===== config.mk =====
export PLATFORM = sky130hd
export DESIGN_NAME = cx_exec
export DESIGN_NICKNAME = d
export VERILOG_FILES = /design/src/rtl/cx_pkg.sv /design/src/rtl/cx_ringop.sv /design/src/rtl/cx_nextpc.sv /design/src/rtl/cx_exec.sv
export SDC_FILE = /design/constraint.sdc
export NUM_CORES = 1
export LEC_CHECK = 0
export ABC_AREA = 1
export BUFFER_PORTS_ARGS = -buffer_cell sky130_fd_sc_hd__buf_2
export CAP_MARGIN = 20
export CORE_MARGIN = 3
export CORE_UTILIZATION = 39
export CTS_BUF_LIST = sky130_fd_sc_hd__clkbuf_8
export DETAILED_ROUTE_END_ITERATION = 8
export GPL_ROUTABILITY_DRIVEN = 0
export RECOVER_POWER = 25
export SYNTH_ARGS = -nofsm -noshare
export SYNTH_HDL_FRONTEND = slang
export SYNTH_SLANG_ARGS = --single-unit

===== constraint.sdc =====
create_clock -name clk -period 0.8 [get_ports clk]
set_input_delay 0.08 -clock clk [delete_from_list [all_inputs] [get_ports clk]]
set_output_delay 0.08 -clock clk [all_outputs]
set_load 0.02 [all_outputs]

===== src/rtl/cx_pkg.sv =====
`timescale 1ns/1ps
package cx_pkg;

    typedef enum logic [3:0] {
        OP_DAT = 4'd0,
        OP_MOV = 4'd1,
        OP_ADD = 4'd2,
        OP_SUB = 4'd3,
        OP_JMP = 4'd4,
        OP_JMZ = 4'd5,
        OP_JMN = 4'd6,
        OP_DJN = 4'd7,
        OP_CMP = 4'd8,
        OP_SPL = 4'd9,
        OP_SLT = 4'd10
    } op_e;

    typedef enum logic [2:0] {
        NX_STEP = 3'd0,
        NX_JUMP = 3'd1,
        NX_SKIP = 3'd2,
        NX_KILL = 3'd3,
        NX_FORK = 3'd4
    } nxt_e;

    localparam logic [1:0] MD_IMM = 2'd0;

endpackage


===== src/rtl/cx_ringop.sv =====
`timescale 1ns/1ps
// Modular add / subtract of two ring addresses: r = (x +/- y) mod CORE
module cx_ringop #(
    parameter int CORE = 8000,
    parameter int AW   = 13
) (
    input  logic [AW-1:0] x,
    input  logic [AW-1:0] y,
    input  logic          sub,
    output logic [AW-1:0] r
);

    localparam bit POW2 = (CORE == (1 << AW));

    generate
        if (POW2) begin : g_pow2
            // natural wrap of the AW-bit adder is the modulus
            assign r = sub ? (x - y) : (x + y);
        end else begin : g_mod
            logic [AW:0] sum_w;
            logic [AW:0] dif_w;
            always_comb begin
                sum_w = {1'b0, x} + {1'b0, y};
                dif_w = {1'b0, x} - {1'b0, y};
                if (sub) begin
                    r = dif_w[AW] ? AW'(dif_w + (AW+1)'(CORE)) : dif_w[AW-1:0];
                end else begin
                    r = (sum_w >= (AW+1)'(CORE)) ? AW'(sum_w - (AW+1)'(CORE)) : sum_w[AW-1:0];
                end
            end
            // in-range operands must give an in-range result
            always_comb begin
                if (int'(x) < CORE && int'(y) < CORE) begin
                    p_ring_range_r4: assert (int'(r) < CORE);
                end
            end
        end
    endgenerate

endmodule


===== src/rtl/cx_nextpc.sv =====
`timescale 1ns/1ps
// Next-PC outcome for one instruction, given the already evaluated tests
module cx_nextpc
    import cx_pkg::*;
#(
    parameter int CORE = 8000,
    parameter int AW   = 13
) (
    input  logic [3:0]    op,
    input  logic [AW-1:0] pc,
    input  logic [AW-1:0] a_addr,
    input  logic          b_zero,
    input  logic          djn_nz,
    input  logic          cmp_eq,
    input  logic          slt_lt,
    output nxt_e          kind,
    output logic [AW-1:0] npc,
    output logic [AW-1:0] spawn
);

    logic [AW-1:0] pc_p1;
    logic [AW-1:0] pc_p2;

    cx_ringop #(.CORE(CORE), .AW(AW)) u_inc1 (
        .x(pc), .y(AW'(1)), .sub(1'b0), .r(pc_p1)
    );
    cx_ringop #(.CORE(CORE), .AW(AW)) u_inc2 (
        .x(pc_p1), .y(AW'(1)), .sub(1'b0), .r(pc_p2)
    );

    assign spawn = a_addr;

    always_comb begin
        kind = NX_STEP;
        npc  = pc_p1;
        case (op)
            OP_MOV, OP_ADD, OP_SUB: ;
            OP_JMP: begin
                kind = NX_JUMP;
                npc  = a_addr;
            end
            OP_JMZ: if (b_zero) begin
                kind = NX_JUMP;
                npc  = a_addr;
            end
            OP_JMN: if (!b_zero) begin
                kind = NX_JUMP;
                npc  = a_addr;
            end
            OP_DJN: if (djn_nz) begin
                kind = NX_JUMP;
                npc  = a_addr;
            end
            OP_CMP: if (cmp_eq) begin
                kind = NX_SKIP;
                npc  = pc_p2;
            end
            OP_SLT: if (slt_lt) begin
                kind = NX_SKIP;
                npc  = pc_p2;
            end
            OP_SPL: kind = NX_FORK;
            default: begin
                kind = NX_KILL;
                npc  = pc;
            end
        endcase
    end

endmodule


===== src/rtl/cx_exec.sv =====
`timescale 1ns/1ps
module cx_exec
    import cx_pkg::*;
#(
    parameter  int CORE = 8000,
    localparam int AW   = $clog2(CORE),
    localparam int CW   = 8 + 2 * AW
) (
    input  logic          clk,
    input  logic          rst_n,
    input  logic          go,
    input  logic [CW-1:0] ir,
    input  logic [AW-1:0] pc,
    input  logic [AW-1:0] a_addr,
    input  logic [AW-1:0] b_addr,
    input  logic [CW-1:0] a_val,
    input  logic [CW-1:0] b_val,
    output logic          done,
    output logic [2:0]    nxt_kind,
    output logic [AW-1:0] nxt_pc,
    output logic [AW-1:0] spawn_pc,
    output logic          mem_we,
    output logic [AW-1:0] mem_addr,
    output logic [CW-1:0] mem_wdata
);

    localparam int LANES = 2;      // lane 0: A-field, lane 1: B-field
    localparam int AF_HI = 2 * AW - 1;

    typedef struct packed {
        logic          done;
        nxt_e          kind;
        logic [AW-1:0] npc;
        logic [AW-1:0] spawn;
        logic          we;
        logic [AW-1:0] waddr;
        logic [CW-1:0] wdata;
    } res_t;

    res_t res_d, res_q;

    // ---- field decode ----
    logic [3:0]    ir_op;
    logic          a_imm, b_imm;
    logic [AW-1:0] av_a, av_b, bv_a, bv_b;

    assign ir_op = ir[CW-1 -: 4];
    assign a_imm = (ir[2*AW+3 -: 2] == MD_IMM);
    assign b_imm = (ir[2*AW+1 -: 2] == MD_IMM);
    assign av_a  = a_val[AF_HI -: AW];
    assign av_b  = a_val[AW-1:0];
    assign bv_a  = b_val[AF_HI -: AW];
    assign bv_b  = b_val[AW-1:0];

    // ---- arithmetic lanes ----
    logic [AW-1:0] ln_x [LANES];
    logic [AW-1:0] ln_y [LANES];
    logic [AW-1:0] ln_r [LANES];
    logic          ln_sub [LANES];

    assign ln_x[0]   = bv_a;
    assign ln_y[0]   = av_a;
    assign ln_sub[0] = (ir_op == OP_SUB);
    assign ln_x[1]   = bv_b;
    assign ln_y[1]   = (ir_op == OP_DJN) ? AW'(1) : (a_imm ? av_a : av_b);
    assign ln_sub[1] = (ir_op == OP_SUB) || (ir_op == OP_DJN);

    for (genvar i = 0; i < LANES; i++) begin : g_lane
        cx_ringop #(.CORE(CORE), .AW(AW)) u_op (
            .x(ln_x[i]), .y(ln_y[i]), .sub(ln_sub[i]), .r(ln_r[i])
        );
    end

    // ---- tests ----
    logic [AW-1:0] tst_fld;
    logic          cmp_eq, slt_lt;
    nxt_e          kind_w;
    logic [AW-1:0] npc_w, spawn_w;

    assign tst_fld = a_imm ? av_a : av_b;
    assign cmp_eq  = (a_imm || b_imm) ? (tst_fld == bv_b) : (a_val == b_val);
    assign slt_lt  = (tst_fld < bv_b);

    cx_nextpc #(.CORE(CORE), .AW(AW)) u_nextpc (
        .op(ir_op), .pc(pc), .a_addr(a_addr),
        .b_zero(bv_b == '0), .djn_nz(ln_r[1] != '0),
        .cmp_eq(cmp_eq), .slt_lt(slt_lt),
        .kind(kind_w), .npc(npc_w), .spawn(spawn_w)
    );

    // ---- next-state ----
    always_comb begin
        res_d       = res_q;
        res_d.done  = go;
        res_d.we    = 1'b0;
        if (go) begin
            res_d.kind  = kind_w;
            res_d.npc   = npc_w;
            res_d.spawn = spawn_w;
            res_d.waddr = b_addr;
            res_d.wdata = b_val;
            case (ir_op)
                OP_MOV: begin
                    res_d.we    = 1'b1;
                    res_d.wdata = a_imm ? {b_val[CW-1:AW], av_a} : a_val;
                end
                OP_ADD, OP_SUB: begin
                    res_d.we    = 1'b1;
                    res_d.wdata = {b_val[CW-1:2*AW], (a_imm ? bv_a : ln_r[0]), ln_r[1]};
                end
                OP_DJN: begin
                    res_d.we    = 1'b1;
                    res_d.wdata = {b_val[CW-1:AW], ln_r[1]};
                end
                default: ;
            endcase
        end
    end

    always_ff @(posedge clk or negedge rst_n) begin
        if (!rst_n) res_q <= '0;
        else        res_q <= res_d;
    end

    assign done      = res_q.done;
    assign nxt_kind  = res_q.kind;
    assign nxt_pc    = res_q.npc;
    assign spawn_pc  = res_q.spawn;
    assign mem_we    = res_q.we;
    assign mem_addr  = res_q.waddr;
    assign mem_wdata = res_q.wdata;

    // ---- assertions ----
    p_done_lat_r1: assert property (@(posedge clk) disable iff (!rst_n)
        go |=> done);
    p_we_in_done_r1: assert property (@(posedge clk) disable iff (!rst_n)
        mem_we |-> done);
    p_kill_silent_r11: assert property (@(posedge clk) disable iff (!rst_n)
        (done && nxt_kind == NX_KILL) |-> !mem_we);
    p_write_target_r3: assert property (@(posedge clk) disable iff (!rst_n)
        mem_we |-> (mem_addr == $past(b_addr)));
    p_skip_two_r9: assert property (@(posedge clk) disable iff (!rst_n)
        (done && nxt_kind == NX_SKIP) |-> (int'(nxt_pc) == (int'($past(pc)) + 2) % CORE));
    p_fork_r12: assert property (@(posedge clk) disable iff (!rst_n)
        (done && nxt_kind == NX_FORK) |->
            ((int'(nxt_pc) == (int'($past(pc)) + 1) % CORE) && spawn_pc == $past(a_addr)));

endmodule


**After elaboration in Yosys (flattened, before gate mapping)**

Index checks and enable logic that the tools add are counted.

- Register bits after elaboration: 78
- Input bits: 144
- Output and inout bits: 78
- Word-level logic and storage cells: 74

- Add/subtract/negate cells: 12
- Magnitude comparators: 5
- Equality and inequality tests: 12
- Multiplexer cells: 28
- Reduce and logical (&&, ||, !) cells: 10

Operator list:

| cell | count |
|---|---|
| $mux W13 | 16 |
| $pmux W34 S3 | 1 |
| $pmux W13 S7 | 1 |
| $ge A14 B13 Y1 const B | 4 |
| $sub A13 B13 Y13 const B | 4 |
| $mux W48 | 1 |
| $eq A34 B34 Y1 | 1 |
| $mux W34 | 1 |
| $add A13 B1 Y14 const B | 2 |
| $add A13 B13 Y14 | 2 |
| $sub A13 B13 Y14 | 2 |
| $add A13 B13 Y13 const B | 2 |
| $pmux W3 S8 | 1 |
| $eq A4 B3 Y1 const B | 4 |
| $eq A13 B13 Y1 | 1 |
| $logic_not A13 Y1 | 1 |
| $lt A13 B13 Y1 | 1 |
| $reduce_bool A13 Y1 | 1 |
| $eq A4 B4 Y1 const B | 3 |
| $eq A4 B2 Y1 const B | 2 |
| $reduce_or A4 Y1 | 2 |
| $mux W1 | 5 |
| $eq A4 B1 Y1 const B | 1 |
| $logic_not A2 Y1 | 2 |
| 4 further kinds | 6 |

**Logic depth before layout (Yosys ltp)**

- Depth in word-level cells: 10
- Mapped depth: 35
- Gate-level depth less buffers: 34

**Cells and area by module**

From an unflattened synthesis, not the netlist that was laid out.

- Cells, all modules: 2,740
- Area, all modules: 15,537.4 um^2

Modules (own cells, without submodules):

| module | instances | cells an instance | area each (um^2) | sequential area each (um^2) |
|---|---|---|---|---|
| cx_exec | 1 | 677 | 4,727.0 | 1,951.9 |
| cx_ringop at g_lane[0].u_op ... | 2 | 410 | 2,288.4 | 0.0 |
| cx_ringop at u_nextpc.u_inc2 | 1 | 398 | 2,154.6 | 0.0 |
| cx_ringop at u_nextpc.u_inc1 | 1 | 399 | 2,135.8 | 0.0 |
| cx_nextpc | 1 | 446 | 1,943.1 | 0.0 |

**Worst setup path before layout**

Ideal clock, no wire load.

- Kind: input to register
- From: in ir[32]
- To: reg res_q (netlist bit nxt_pc[12])
- Library setup time: 0.117 ns
- Arrival time: 4.290 ns
- Required time: 0.683 ns
- Slack: -3.606 ns
- Cell stages on the path: 32
- Buffers on the path: 1
- Cell sequence: inv_1 > nor2_1 > inv_1 > nor2_1 > clkinv_1 > clkbuf_1 > nand2_1 > ha_1 > inv_1 > fa_1 > nand3b_1 > nand2_1 > a21oi_2 > xor2_1 > ha_1 > o2111ai_1 > nor3_1 > nand2_1 > a21oi_1 > nand2_4 > nand2_4 > nand4_1 > nand3_2 > nand2_1 > nor2_1 > nand3_2 > nand2_2 > inv_2 > nand2_1 > nand3b_1 > nand2_1 > nand2_1

- Longest elaborated chain between the ends: 9
- Elaborated cells between the ends (all ways): 24
- Those cells by class: add/sub: 4; order compare: 1; eq/ne: 10; mux: 6; reduce/logical: 3

Ends and longest elaborated chain:

| item | RTL line | text |
|---|---|---|
| start: declaration | cx_exec.sv:12 | `input logic [CW-1:0] ir,` |
| $eq A4 B3 Y1 | cx_nextpc.sv:36, cx_exec.sv:65, cx_exec.sv:66 |  |
| $mux W13 | cx_exec.sv:65 | `assign ln_y[1] = (ir_op == OP_DJN) ? AW'(1) : (a_imm ? av_a : av_b);` |
| $add A13 B13 Y14 or $sub A13 B13 Y14 (tied branches) | cx_ringop.sv:23, cx_ringop.sv:24 |  |
| $sub A13 B13 Y13, or another cell as far along | cx_ringop.sv:28 | `r = (sum_w >= (AW+1)'(CORE)) ? AW'(sum_w - (AW+1)'(CORE)) : sum_w[AW-1:0];` |
| $mux W13, on equally long branches | cx_ringop.sv:28, cx_ringop.sv:26 |  |
| $mux W13 | cx_ringop.sv:25 | `if (sub) begin` |
| $reduce_bool A13 Y1 | cx_exec.sv:86 | `.b_zero(bv_b == '0), .djn_nz(ln_r[1] != '0),` |
| $mux W13 | cx_nextpc.sv:50 | `OP_DJN: if (djn_nz) begin` |
| $pmux W13 S7 * | cx_nextpc.sv:36 | `case (op)` |
| end signal: assignment | cx_exec.sv:122 | `else res_q <= res_d;` |
| end: declaration | cx_exec.sv:40 | `res_t res_d, res_q;` |

Every way passes the cells marked *; elsewhere a longest branch is shown, timed or not.
A chain may end at the register's enable or synchronous reset.

**Worst setup path in the final report**

- From: in ir[33]
- To: reg res_q (netlist bit nxt_pc[2])

Same word-level chain as after synthesis.

==> qor.yml <==
crit_arrival_ns: 3.98
drtAntennaViolNets: 0
slowest_delay_ns: 0.20
slew_violations: 0
num_rows: 59
io_pins: 222
hold_violations: 0
die_h_um: 170
relSlewSlack_pct: 47.1
cpMostUsedCell: "nand2_1"
p_per_area_nw_per_um2: 1270
fmax_ghz: 0.273
wl_met2_um: 23600
required_ns: 1.13
start_kind: "primary input"
synth_nets: 1878
initial_core_util_pct: 39.8
die-area_um2: 28700
fin_nets: 2680
hpwl_um: 35400
first_iter_violations: 1148
wirelength_um: 49300
synth_cells: 1649
clockBufferDepth: 2
hold_slack_ns: 0.0216
cts.sinks: 78
rsz0062_at_grt: "yes"
synth_ff_type: "dfrtp_1"
ys.warnings.count: 0
max_cap_violations: 0
synth_area_leaders: "dfrtp_1 (19%), nand2_1 (16%), ha_1 (9.7%), inv_1 (8.0%), nor2_1 (5.8%)"
fin_util_pct: 73.4
ys_seq_area_share_pct: 18.7
fin_area_um2: 19200
overflow: 0
worstSetupStartpoint: "ir[33]"
antenna_found_initial: 1
worst-setup-path-type: "primary input to flop"
avgRoutedWirePerCell_um: 17.7
placed_cell_area_um2: 15700
worstHoldPathCells: 4
failed_checks: "design-rule violations, negative setup slack"
gr-usage-all-layers_pct: 31.2
worst_slew_pin_slew_ns: 0.790
grt_pass1_vias: 14320
async_flop_share_pct: 100
irDropWorstVdd_mv: 1.03
met1Wirelength_um: 19400
slowest_stage: "ha_2"
via_count: 14965
setup_viol: 132
r2r-end: "mem_wdata[33]"
hold_path_class: "primary input to flop"
holdPathEnd: "spawn_pc[1]"
regToRegSetupSlack_ns: -0.12
root_buffer: "clkbuf_8"
min_period_over_period_pct: 457
path_clk_slew_ns: 0.10
path_delay_family: "simple AND/OR/NAND/NOR gates"
reg2reg_from: "mem_wdata[33]"
endpoint_kind: "flop"
skew_ns: 0
cts_buffers: 9
fin_cells: 2792
synth-edff-count: 0
r2r_cells: 4
die_x_um: 170
dp_cells: 2628
critical_path.max_fanout: 6
fin_total_pwr_mw: 24.5
min_period_ns: 3.66
synth_area_um2: 10400
ys_ff_latch: 78
drcViolationCount: 2
top_layer: "met4"
insertion_delay_ns: 0.38
numPortBuffers: 195
synth_area_per_cell_um2: 6.33
yosysMostFrequentCell: "nand2_1"
h-tree-depth: 3
postLayoutSetupSlackWorst_ns: -2.86
cts_tree: "built"
drive_gt1_share_pct: 49.8
dr_wl_met3_um: 3280
min-delay-start: "a_addr[1]"
grt_pass1_wl_um: 72400
synth_common_cells: "nand2_1 (432), inv_1 (223), nor2_1 (161)"
core_um2: 26200
viasPerCell: 5.36
yosysTopAreaCellShare_pct: 18.7
drt-pass1-iter-count: 9
crit_buf_inv: 9
p_leak_nw: 9.95
status: "complete, but fails checks"
grt_max_degree: 35
ys_types: 65
area_growth_syn_to_layout_pct: 84.5
synth_top_cell_by_area: "dfrtp_1"
-- flip-flops by register name (all words and copies together), names as in the netlist --
name       cells
mem_addr      13
mem_we         1
spawn_pc      13
nxt_pc        13
nxt_kind       3
done           1
mem_wdata     34
-- report_power, final --
group,internal (mW),switching (mW),total (mW)
Sequential,4.39,0.435,4.82
Combinational,8.04,8.64,16.7
Clock,1.19,1.79,2.99
Total,13.6,10.9,24.5
-- worst reg2reg max path: stages, from the launching register on --
cell and delay [ns]:
dfrtp_1 0.40, buf_4 0.14, buf_4 0.12, o21ai_1 0.11, inv_1 0.05
-- placed cells by master, fill, tap and decap left out, types with 37 or more instances in the layout --
cell type    n
a21oi_1     75
buf_2      106
buf_4      564
buf_6      126
dfrtp_1     77
ha_1        49
inv_1      198
nand2_1    369
nand2_2     70
nand3_1     73
nand3_2     37
nor2_1     137
o21ai_0     45
o21ai_1     37
xor2_1      39
-- worst max path at each step --
| stage | to | cells past startpoint |
|---|---|---|
| floorplan | nxt_pc[12] | 32 |
| global placement | nxt_pc[12] | 32 |
| detailed placement | nxt_pc[5] | 32 |
| CTS | nxt_pc[12] | 32 |
| global route | nxt_pc[2] | 32 |
| finish | nxt_pc[2] | 34 |
-- layer usage --
layer / track usage, % / vias to the layer above
li1: - / 6980
met2: 53.1 / 753
met1: 38.9 / 7003
met4: 15.2 / 0
met3: 4.38 / 229
met5: 0 / -
-- cell type report --
type                    count  area [um2]
multi-input cells        1290        8990
fillers                  1959        6970
repair buffers            831        6710
flip-flops and latches     78        1950
inverters                 241         971
well taps                 335         419
clock buffers               9         124
clock inverters             7        68.8
diodes                      1        2.50
-- metrics by stage --
stage | setup slack, ns | setup TNS (ns)
global placement | -3.18 | -110.62
floorplan | -2.98 | -87.73
detailed placement | -3.26 | -113.34
finish | -2.86 | -108.02
global route | -3.09 | -119.32
CTS | -2.61 | -100.35
-- timing repair --
action / in CTS / in global routing
setup endpoints to repair: 128 / 130
gates cloned: 5 / 0
pin swaps: 108 / 111
buffers inserted: 85 / 61
hold endpoints to repair: 91 / 0
hold buffers: 14 / 0
resized for setup: 369 / 172
-- cell families (layout without fill, tap and decap cells) --
group	count (synthesis)	count (layout)	synth area share, %
xor+xnor	59	59	5.28
simple gates	863	865	38.9
compound gates	280	280	15.8
mux	1	1	0.0960
buf+inv	283	1088	10.7
flops	78	78	18.7
other cells	0	1	0
fa+ha+maj	85	85	10.5
Power figures use the tool's default switching activity.
